## src/rtl/mdisp_pkg.sv

```systemverilog
package mdisp_pkg;

  localparam logic [1:0] CMD_WRITE  = 2'd0;
  localparam logic [1:0] CMD_STATIC = 2'd1;
  localparam logic [1:0] CMD_CLEAR  = 2'd2;

  // serial frame layout, counted in serial clocks
  localparam int HDR_BITS = 3;
  localparam int LINE_PAD = 5;
  localparam int CTRL_PAD = 13;
  localparam int SEP_PAD  = 8;
  localparam int TAIL_PAD = 16;

  typedef enum logic [2:0] {
    SEG_HDR, SEG_PAD, SEG_ADR, SEG_ADM, SEG_PIX, SEG_SEP, SEG_TAIL
  } seg_t;

  typedef enum logic [2:0] {
    PH_IDLE, PH_SETUP, PH_HIGH, PH_LOW, PH_HOLD, PH_GAP
  } phase_t;

  function automatic int cyc_of(input int ns, input int clk_ns);
    int c;
    c = (ns + clk_ns - 1) / clk_ns;
    return (c < 1) ? 1 : c;
  endfunction

endpackage

```

## src/rtl/mdisp_phase_timer.sv

```systemverilog
module mdisp_phase_timer #(
  parameter int W = 8
) (
  input  logic         clk,
  input  logic         rst,
  input  logic         load,
  input  logic [W-1:0] load_val,
  output logic         zero_o
);
  logic [W-1:0] cnt;

  always_ff @(posedge clk) begin
    if (rst)              cnt <= '0;
    else if (load)        cnt <= load_val;
    else if (cnt != '0)   cnt <= cnt - 1'b1;
  end

  assign zero_o = (cnt == '0);
endmodule

```

## src/rtl/mdisp_line_fetch.sv

```systemverilog
module mdisp_line_fetch #(
  parameter int PIX_W  = 96,
  parameter int ADDR_W = 7
) (
  input  logic              clk,
  input  logic              rst,
  input  logic              req_i,
  input  logic [ADDR_W-1:0] line_i,
  output logic              rd_en_o,
  output logic [ADDR_W-1:0] rd_line_o,
  input  logic [PIX_W-1:0]  rd_data_i,
  output logic [PIX_W-1:0]  pix_o
);
  logic vld_q;

  always_ff @(posedge clk) begin
    if (rst) begin
      rd_en_o   <= 1'b0;
      rd_line_o <= '0;
      vld_q     <= 1'b0;
      pix_o     <= '0;
    end else begin
      rd_en_o <= req_i;
      if (req_i) rd_line_o <= line_i;
      vld_q <= rd_en_o;
      if (vld_q) pix_o <= rd_data_i;
    end
  end

  // one strobe per line, never two in a row
  assert_rd_single_R9: assert property (@(posedge clk) disable iff (rst)
    rd_en_o |=> !rd_en_o);
endmodule

```

## src/rtl/mdisp_bit_seq.sv

```systemverilog
module mdisp_bit_seq
  import mdisp_pkg::*;
#(
  parameter int PIX_W  = 96,
  parameter int ADDR_W = 7,
  parameter int LINES  = 96
) (
  input  logic              clk,
  input  logic              rst,
  input  logic              start_i,
  input  logic              adv_i,
  input  logic [1:0]        cmd_i,
  input  logic              vcom_i,
  input  logic [ADDR_W-1:0] line_i,
  input  logic [ADDR_W-1:0] count_i,
  input  logic [PIX_W-1:0]  pix_i,
  output logic              sdo_o,
  output logic              last_o,
  output logic              fetch_o,
  output logic [ADDR_W-1:0] fetch_line_o
);
  localparam int IDX_W = $clog2((PIX_W > TAIL_PAD) ? PIX_W : TAIL_PAD);
  localparam int AI_W  = $clog2(ADDR_W);

  seg_t              seg, n_seg;
  logic [IDX_W-1:0]  idx, n_idx, len_m1;
  logic [ADDR_W-1:0] line, n_line, left, n_left;
  logic              wr, m1, clr, n_bit;

  always_comb begin
    case (seg)
      SEG_HDR: len_m1 = IDX_W'(HDR_BITS - 1);
      SEG_PAD: len_m1 = wr ? IDX_W'(LINE_PAD - 1) : IDX_W'(CTRL_PAD - 1);
      SEG_ADR: len_m1 = IDX_W'(ADDR_W - 1);
      SEG_ADM: len_m1 = '0;
      SEG_PIX: len_m1 = IDX_W'(PIX_W - 1);
      SEG_SEP: len_m1 = IDX_W'(SEP_PAD - 1);
      default: len_m1 = IDX_W'(TAIL_PAD - 1);
    endcase
  end

  always_comb begin
    n_seg  = seg;
    n_idx  = idx + 1'b1;
    n_line = line;
    n_left = left;
    last_o = 1'b0;
    if (idx == len_m1) begin
      n_idx = '0;
      case (seg)
        SEG_HDR: n_seg = SEG_PAD;
        SEG_PAD: if (wr) n_seg = SEG_ADR; else last_o = 1'b1;
        SEG_ADR: n_seg = SEG_ADM;
        SEG_ADM: n_seg = SEG_PIX;
        SEG_PIX: n_seg = (left > ADDR_W'(1)) ? SEG_SEP : SEG_TAIL;
        SEG_SEP: begin
          n_seg  = SEG_ADR;
          n_line = (line == ADDR_W'(LINES)) ? ADDR_W'(1) : line + 1'b1;
          n_left = left - 1'b1;
        end
        default: last_o = 1'b1;
      endcase
    end
    case (n_seg)
      SEG_HDR: n_bit = (n_idx == '0) ? wr : ((n_idx == IDX_W'(1)) ? m1 : clr);
      SEG_ADR: n_bit = n_line[n_idx[AI_W-1:0]];
      SEG_PIX: n_bit = pix_i[n_idx];
      default: n_bit = 1'b0;
    endcase
  end

  assign fetch_o      = adv_i && !last_o && (n_seg == SEG_ADR) && (seg != SEG_ADR);
  assign fetch_line_o = n_line;

  always_ff @(posedge clk) begin
    if (rst) begin
      seg   <= SEG_HDR;
      idx   <= '0;
      line  <= '0;
      left  <= '0;
      wr    <= 1'b0;
      m1    <= 1'b0;
      clr   <= 1'b0;
      sdo_o <= 1'b0;
    end else if (start_i) begin
      seg   <= SEG_HDR;
      idx   <= '0;
      line  <= line_i;
      left  <= (count_i == '0) ? ADDR_W'(1) : count_i;
      wr    <= (cmd_i == CMD_WRITE);
      m1    <= vcom_i;
      clr   <= (cmd_i == CMD_CLEAR);
      sdo_o <= (cmd_i == CMD_WRITE);
    end else if (adv_i) begin
      if (last_o) begin
        sdo_o <= 1'b0;
      end else begin
        seg   <= n_seg;
        idx   <= n_idx;
        line  <= n_line;
        left  <= n_left;
        sdo_o <= n_bit;
      end
    end
  end
endmodule

```

## src/rtl/mdisp_line_writer.sv

```systemverilog
module mdisp_line_writer
  import mdisp_pkg::*;
#(
  parameter int PIX_W        = 96,
  parameter int ADDR_W       = 7,
  parameter int LINES        = 96,
  parameter int SYS_CLK_NS   = 4,
  parameter int SCLK_HALF_NS = 500,
  parameter int CS_SETUP_NS  = 6000,
  parameter int CS_HOLD_NS   = 2000,
  parameter int CS_GAP_NS    = 2000
) (
  input  logic              clk,
  input  logic              rst,
  input  logic              req_i,
  input  logic [1:0]        cmd_i,
  input  logic              vcom_i,
  input  logic [ADDR_W-1:0] line_i,
  input  logic [ADDR_W-1:0] count_i,
  output logic              busy_o,
  output logic              lb_rd_en_o,
  output logic [ADDR_W-1:0] lb_rd_line_o,
  input  logic [PIX_W-1:0]  lb_rd_data_i,
  output logic              disp_cs_o,
  output logic              disp_sclk_o,
  output logic              disp_sdo_o
);
  localparam int HALF_C  = cyc_of(SCLK_HALF_NS, SYS_CLK_NS);
  localparam int SETUP_C = cyc_of(CS_SETUP_NS, SYS_CLK_NS);
  localparam int HOLD_C  = cyc_of(CS_HOLD_NS, SYS_CLK_NS);
  localparam int GAP_C   = cyc_of(CS_GAP_NS, SYS_CLK_NS);
  localparam int MAX_A   = (HALF_C > SETUP_C) ? HALF_C : SETUP_C;
  localparam int MAX_B   = (HOLD_C > GAP_C) ? HOLD_C : GAP_C;
  localparam int TW      = $clog2(((MAX_A > MAX_B) ? MAX_A : MAX_B) + 1);

  phase_t            state, nxt;
  logic              load, zero, adv, start, last, fetch;
  logic [TW-1:0]     load_val;
  logic [ADDR_W-1:0] fetch_line;
  logic [PIX_W-1:0]  pix;

  assign start = (state == PH_IDLE) && req_i;

  always_comb begin
    nxt      = state;
    load     = 1'b0;
    load_val = '0;
    adv      = 1'b0;
    case (state)
      PH_IDLE:  if (req_i) begin nxt = PH_SETUP; load = 1'b1; load_val = TW'(SETUP_C - 1); end
      PH_SETUP: if (zero) begin nxt = PH_HIGH; load = 1'b1; load_val = TW'(HALF_C - 1); end
      PH_HIGH:  if (zero) begin
        adv  = 1'b1;
        load = 1'b1;
        if (last) begin nxt = PH_HOLD; load_val = TW'(HOLD_C - 1); end
        else      begin nxt = PH_LOW;  load_val = TW'(HALF_C - 1); end
      end
      PH_LOW:   if (zero) begin nxt = PH_HIGH; load = 1'b1; load_val = TW'(HALF_C - 1); end
      PH_HOLD:  if (zero) begin nxt = PH_GAP; load = 1'b1; load_val = TW'(GAP_C - 1); end
      default:  if (zero) nxt = PH_IDLE;
    endcase
  end

  always_ff @(posedge clk) begin
    if (rst) begin
      state       <= PH_IDLE;
      busy_o      <= 1'b0;
      disp_cs_o   <= 1'b0;
      disp_sclk_o <= 1'b0;
    end else begin
      state       <= nxt;
      busy_o      <= (nxt != PH_IDLE);
      disp_cs_o   <= (nxt == PH_SETUP) || (nxt == PH_HIGH) ||
                     (nxt == PH_LOW)   || (nxt == PH_HOLD);
      disp_sclk_o <= (nxt == PH_HIGH);
    end
  end

  mdisp_phase_timer #(.W(TW)) u_timer (
    .clk(clk), .rst(rst), .load(load), .load_val(load_val), .zero_o(zero)
  );

  mdisp_bit_seq #(.PIX_W(PIX_W), .ADDR_W(ADDR_W), .LINES(LINES)) u_seq (
    .clk(clk), .rst(rst), .start_i(start), .adv_i(adv), .cmd_i(cmd_i),
    .vcom_i(vcom_i), .line_i(line_i), .count_i(count_i), .pix_i(pix),
    .sdo_o(disp_sdo_o), .last_o(last), .fetch_o(fetch), .fetch_line_o(fetch_line)
  );

  mdisp_line_fetch #(.PIX_W(PIX_W), .ADDR_W(ADDR_W)) u_fetch (
    .clk(clk), .rst(rst), .req_i(fetch), .line_i(fetch_line),
    .rd_en_o(lb_rd_en_o), .rd_line_o(lb_rd_line_o),
    .rd_data_i(lb_rd_data_i), .pix_o(pix)
  );

  assert_sclk_inside_cs_R7: assert property (@(posedge clk) disable iff (rst)
    disp_sclk_o |-> disp_cs_o);
  assert_cs_implies_busy_R8: assert property (@(posedge clk) disable iff (rst)
    disp_cs_o |-> busy_o);
  assert_sdo_steady_high_R6: assert property (@(posedge clk) disable iff (rst)
    (disp_sclk_o && $past(disp_sclk_o)) |-> $stable(disp_sdo_o));
  assert_sdo_quiet_R3: assert property (@(posedge clk) disable iff (rst)
    !disp_cs_o |-> !disp_sdo_o);
  assert_rd_only_busy_R1: assert property (@(posedge clk) disable iff (rst)
    lb_rd_en_o |-> busy_o);
endmodule

```

## config.mk

```make
export PLATFORM = sky130hd
export DESIGN_NAME = mdisp_line_writer
export DESIGN_NICKNAME = d
export VERILOG_FILES = /design/src/rtl/mdisp_pkg.sv /design/src/rtl/mdisp_phase_timer.sv /design/src/rtl/mdisp_line_fetch.sv /design/src/rtl/mdisp_bit_seq.sv /design/src/rtl/mdisp_line_writer.sv
export SDC_FILE = /design/constraint.sdc
export NUM_CORES = 1
export LEC_CHECK = 0
export CAP_MARGIN = 20
export CORE_MARGIN = 2
export CORE_UTILIZATION = 64
export DETAILED_ROUTE_END_ITERATION = 12
export DONT_BUFFER_PORTS = 1
export PLACE_DENSITY = 0.9
export SYNTH_ARGS = -nofsm -noshare
export SYNTH_HDL_FRONTEND = slang
export SYNTH_SLANG_ARGS = --single-unit
```

## constraint.sdc

```tcl
create_clock -name clk -period 3.2 [get_ports clk]
set_clock_uncertainty 0.15 [all_clocks]
set_input_delay 0.64 -clock clk [delete_from_list [all_inputs] [get_ports clk]]
set_output_delay 0.64 -clock clk [all_outputs]
set_load 0.03 [all_outputs]
```

# Yosys cells after proc, flatten, opt, wreduce, memory -nomap -nowiden
# Cells that the tools add are included.
[word_totals] wordCells=125 inputBits=116 register_bits=150
[classes] muxes=51 n_reduce_logical=28 add_sub_neg=4 bitwise=1 eq_ne=21 order_cmp=3
[ops] op="2-to-1 mux 7 bit" n=14
[ops] op="one-hot mux 11 bit (4 select lines)" n=1
[ops] op="one-hot mux 7 bit (6 select lines)" n=1
[ops] op="2-to-1 mux 11 bit" n=3
[ops] op="2-to-1 mux 9 bit" n=3
[ops] op="2-to-1 mux 3 bit" n=8
[ops] op="== test 3 x 2 -> 1 bit, second input constant" n=7
[ops] op="one-hot mux 3 bit (6 select lines)" n=1
[ops] op="== test 3 bit, second input constant" n=5
[ops] op="adder 7 x 1 -> 7 bit, second input constant" n=2
[ops] op="logical NOT 7 bit" n=2
[ops] op="2-to-1 mux 1 bit" n=12
[ops] op="one-hot mux 3 bit (4 select lines)" n=1
[ops] op="logical NOT 11 bit" n=1
[ops] op="nonzero test 11 bit" n=1
[ops] op="subtractor 11 x 1 -> 11 bit, second input constant" n=1
[ops] op="== test 3 x 1 -> 1 bit, second input constant" n=3
[ops] op="logical NOT 3 bit" n=3
[ops] op="less-than comparator 7 x 8 -> 1 bit, second input constant" n=1
[ops] op="nonzero test 2 bit" n=4
[ops] op="binary-select mux 1 bit (select 7 bit)" n=1
[ops] op="== test 7 x 1 -> 1 bit, second input constant" n=1
[ops] op="== test 7 bit" n=1
[ops] op="== test 7 bit, second input constant" n=1
[ops] op="22 further kinds" n=30

# Longest topological paths before layout
[logic_depth] ltp_word=11 depth_mapped=11

# Modules after synthesis
# A second synthesis with hierarchy kept.
[hier_totals] hier_cells=861 area_unflattened_um2=7976.4
[modules_own_cells] module="mdisp_line_fetch" n_inst=1 cells_per_inst=337 area_each_um2=3731.1
[modules_own_cells] module="mdisp_bit_seq" n_inst=1 cells_per_inst=400 area_each_um2=3199.3
[modules_own_cells] module="mdisp_phase_timer" n_inst=1 cells_per_inst=72 area_each_um2=626.9
[modules_own_cells] module="mdisp_line_writer" n_inst=1 cells_per_inst=52 area_each_um2=419.2

# Worst setup path before layout
# Ideal clock, no wire load.
[synth_timing] path_type="flip-flop to flip-flop" start="reg u_seq.seg[0]" end="reg u_seq.sdo_o" setup_slack_ps=492 period_less_slack_ps=2708 path_stages_with_launch=11 required_time_ps=2976 t_arrival_ps=2483 n_path_buf=2 cell_sequence="dfxtp_1 buf_4 or3b_1 mux2i_1 or3_1 buf_4 a21oi_4 mux2i_1 a31oi_1 or3_1 a31oi_1"
[synth_via] elab_chain_len=11 word_cells_on_any_way=32
[synth_rtl] item="start: declaration" line_no="mdisp_bit_seq.sv:25" source="seg_t seg, n_seg;"
[synth_rtl] item="start signal: assignment" line_no="mdisp_bit_seq.sv:98" source="seg <= n_seg;"
[synth_rtl] item="branches (longest 8 deep; another with one-hot mux 7 bit (6 select lines))"
[synth_rtl] item="2-to-1 mux 1 bit (*)" line_no="mdisp_bit_seq.sv:95" source="if (last_o) begin"
[synth_rtl] item="2-to-1 mux 1 bit (*)" line_no="mdisp_bit_seq.sv:94" source="end else if (adv_i) begin"
[synth_rtl] item="2-to-1 mux 1 bit (*)" line_no="mdisp_bit_seq.sv:85" source="end else if (start_i) begin"
[synth_rtl] item="end signal: assignment" line_no="mdisp_bit_seq.sv:93" source="sdo_o <= (cmd_i == CMD_WRITE);"
[synth_rtl] item="end signal: assignment" line_no="mdisp_bit_seq.sv:102" source="sdo_o <= n_bit;"
[synth_rtl] item="end: declaration" line_no="mdisp_bit_seq.sv:17" source="output logic sdo_o,"
# Mark *: on every way between the ends. The select of a mux whose other input is x is not followed.
# A chain may end at the register's enable or synchronous reset.

# Worst setup path in the final report
[layout_timing] start="reg u_seq.seg[1]" end="reg u_seq.sdo_o"
# Same word-level chain as after synthesis.

==> flow_summary_export.csv <==
group,metric,value,unit
status,run_status,"complete, no violations",
critical_path,r2r-start,"u_seq.seg[1]$_SDFFE_PP0P_",
critical_path,end_kind,"flop",
logic_synthesis,syn_area,7661,um2
timing,tns,0,ns
floorplan,io_pins,128,
timing,relSlewSlack,0.6077,
logic_synthesis,ys.flop_type,"dfxtp_1",
power,power,4.724,mW
global_routing,grt_pass1_vias,6398,
floorplan,die_h,113.4,um
logic_synthesis,syn_area_per_cell,9.066,um2
timing,tightestPinTransition,0.5823,ns
cts,cts_tree,"built",
power,power.leakage,2.901,nW
detailed_routing,route.detailed.drc,0,
logic_synthesis,ys_types,77,
placed_design,port_buffers,0,
placed_design,pre_cts_ws,0.1414,ns
critical_path,cp-start-kind,"flop",
critical_path,startpoint,"u_seq.seg[1]$_SDFFE_PP0P_",
job,cap_viol_max_count,0,
cts,clkLatencyLatePin,0.43,ns
power,cellPowerDensity,559.8,nW/um2
cts,numCtsBuffers,17,
timing,max_freq,333.2,MHz
timing,setup_viol,0,
finish,final_common_cell,"nor2_1",
logic_synthesis,syn-instance-count,845,
timing,worst_slack,0.1988,ns
global_routing,grt_pass1_wl,32160,um
cts,htree_levels,4,
floorplan,die_area,12860,um2
critical_path,crit_end,"u_seq.sdo_o$_SDFFE_PP0P_",
critical_path,crit_fanout,15,
timing,drv_slew,0,
logic_synthesis,async_reset_ff_frac,0,
logic_synthesis,synth_seq_cells,150,
placed_design,dp_hpwl,14370,um
critical_path,r2r-end,"u_seq.sdo_o$_SDFFE_PP0P_",
logic_synthesis,synth_edf_count,0,
cts,cts_buffer_depth,2,
global_routing,antenna_found_initial,0,
detailed_routing,drtPass1Iterations,6,
cts,cts_hold_buf,0,
placed_design,globalplace.congestion,0.9240,
finish,finish.utilization,0.7297,
critical_path,reg2regPathDepth,8,
timing,hold_viol,0,
critical_path,cp.arrival,3.20,ns
timing,period_minus_slack,3.001,ns
detailed_routing,finalWirelength,20010,um
detailed_routing,viasPerCell,6.525,
critical_path,r2r_slack,0.20,ns
min_path,hold_path.startpoint,"rst",
floorplan,start_util,0.6624,
detailed_routing,ant_nets,0,
detailed_routing,first_iter_violations,627,
global_routing,grtUsageTotal,0.3147,
global_routing,overflow,0,
timing,period_share,0.9379,
floorplan,core-area,11560,um2
finish,drive_above_1_share,0.1268,
logic_synthesis,yosysWarnings,0,
finish,most-common-layout-cells,"150 x nor2_1, 149 x dfxtp_1, 114 x mux2i_1",
cts,cts.sinks,150,
timing,grt_setup_unrepaired,"false",
logic_synthesis,ys_seq_area_frac,0.3920,
finish,syn_to_final_growth,10.16,%
global_routing,grt_max_degree,138,
detailed_routing,wire_per_inst,20.11,um
floorplan,num_rows,39,
cts,clkTransAtPathRegs,0.06,ns
logic_synthesis,synth_nets,967,
finish,num_antenna_cells,0,
cts,clockRootBuffer,"clkbuf_16",
finish,final_net_count,961,
min_path,hold_path_class,"input port to flop",
critical_path,path_class,"flop to flop",
power,ir_worst_vdd,0.0005448,V
critical_path,required,3.40,ns
detailed_routing,dr_total_vias,6492,
floorplan,die_w,113.4,um
-- cell type report --
cell class | instances | area [um2]
clock buffer | 20 | 456.7
clock inverter | 12 | 78.83
fill | 848 | 3126
inverter | 16 | 60.06
multi-input combinational | 618 | 4363
sequential | 150 | 3007
tap | 143 | 178.9
timing repair buffer | 36 | 295.3
-- kinds of logic (layout without fill, tap and decap cells) --
logic type / Yosys count / in the layout / synth area share
flip-flops: 150 / 150 / 0.3920
buffers and inverters: 77 / 84 / 0.04246
AND/OR/NAND/NOR: 299 / 299 / 0.1845
adder cells (fa/ha/maj): 6 / 6 / 0.009799
XOR/XNOR: 20 / 20 / 0.02286
multiplexers: 133 / 133 / 0.2019
AO/OA/AOI/OAI: 160 / 160 / 0.1465
-- repair_timing --
item / in CTS / in global routing
resized for setup: 0 / 5
setup endpoints to repair: 0 / 5
buffers inserted: 0 / 2
-- cell usage after synthesis, types with 11 or more instances --
cell type | number | area (um2)
dfxtp_1 | 150 | 3003
a22oi_1 | 11 | 82.58
inv_1 | 16 | 60.06
a21oi_1 | 42 | 210.2
nand2_1 | 42 | 157.7
nor2_1 | 151 | 566.8
nand3_1 | 20 | 100.1
buf_1 | 11 | 41.29
xor2_1 | 11 | 96.34
o21ai_0 | 26 | 130.1
mux2i_1 | 114 | 1141
mux4_2 | 17 | 382.9
nor3_1 | 25 | 125.1
clkbuf_1 | 37 | 138.9
-- metal layers --
| layer | global-route usage | wire [um] | vias to the layer above |
|---|---|---|---|
| met5 | 0 | 0 | - |
| li1 | - | - | 3043 |
| met3 | 0.08661 | 1620 | 60 |
| met1 | 0.3862 | 8064 | 3101 |
| met2 | 0.5202 | 9646 | 288 |
| met4 | 0.1415 | 677 | 0 |
-- through the flow --
step           cells  cell area [um2]  hold slack, ns
2_1_floorplan    845             7661          0.2820
3_3_place_gp     961             7861          0.2975
3_5_place_dp     961             7861          0.3146
4_1_cts          993             8397          0.1261
5_1_grt          995             8439          0.1282
6_report         995             8439          0.1418
-- flip-flops by register name, indices dropped and copies added, names as in the netlist, 3 cells and up --
register and cells:
u_fetch.pix_o 96, u_timer.cnt 11, u_fetch.rd_line_o 7, u_seq.idx 7, u_seq.left 7, u_seq.line 7
state 3, u_seq.seg 3
-- power by group --
part	internal, mW	switching, mW	total [mW]
Sequential	1.99	0.168	2.16
Combinational	0.311	0.444	0.755
Clock	1.03	0.785	1.81
-- worst max-delay path, stage by stage, from the launching register on --
cell	delay, ns
dfxtp_1	0.62
xor2_1	0.13
o21ai_0	0.33
a31o_1	0.50
o21ai_4	0.13
buf_4	0.23
o32ai_1	0.47
o2111ai_1	0.20
a31oi_1	0.16
-- worst min-delay path by stage --
stage          cells past startpoint  slack (ns)                     endpoint
2_1_floorplan                      2        0.28       u_seq.clr$_SDFFE_PP0P_
3_5_place_dp                       2        0.31   u_seq.left[1]$_SDFFE_PP0P_
5_1_grt                            1        0.13        u_seq.wr$_SDFFE_PP0P_
4_1_cts                            1        0.13   u_seq.left[0]$_SDFFE_PP0P_
3_3_place_gp                       2        0.30        u_seq.m1$_SDFFE_PP0P_
6_report                           1        0.14  u_timer.cnt[4]$_SDFFE_PP0P_
(Power assumes the default switching activity.)
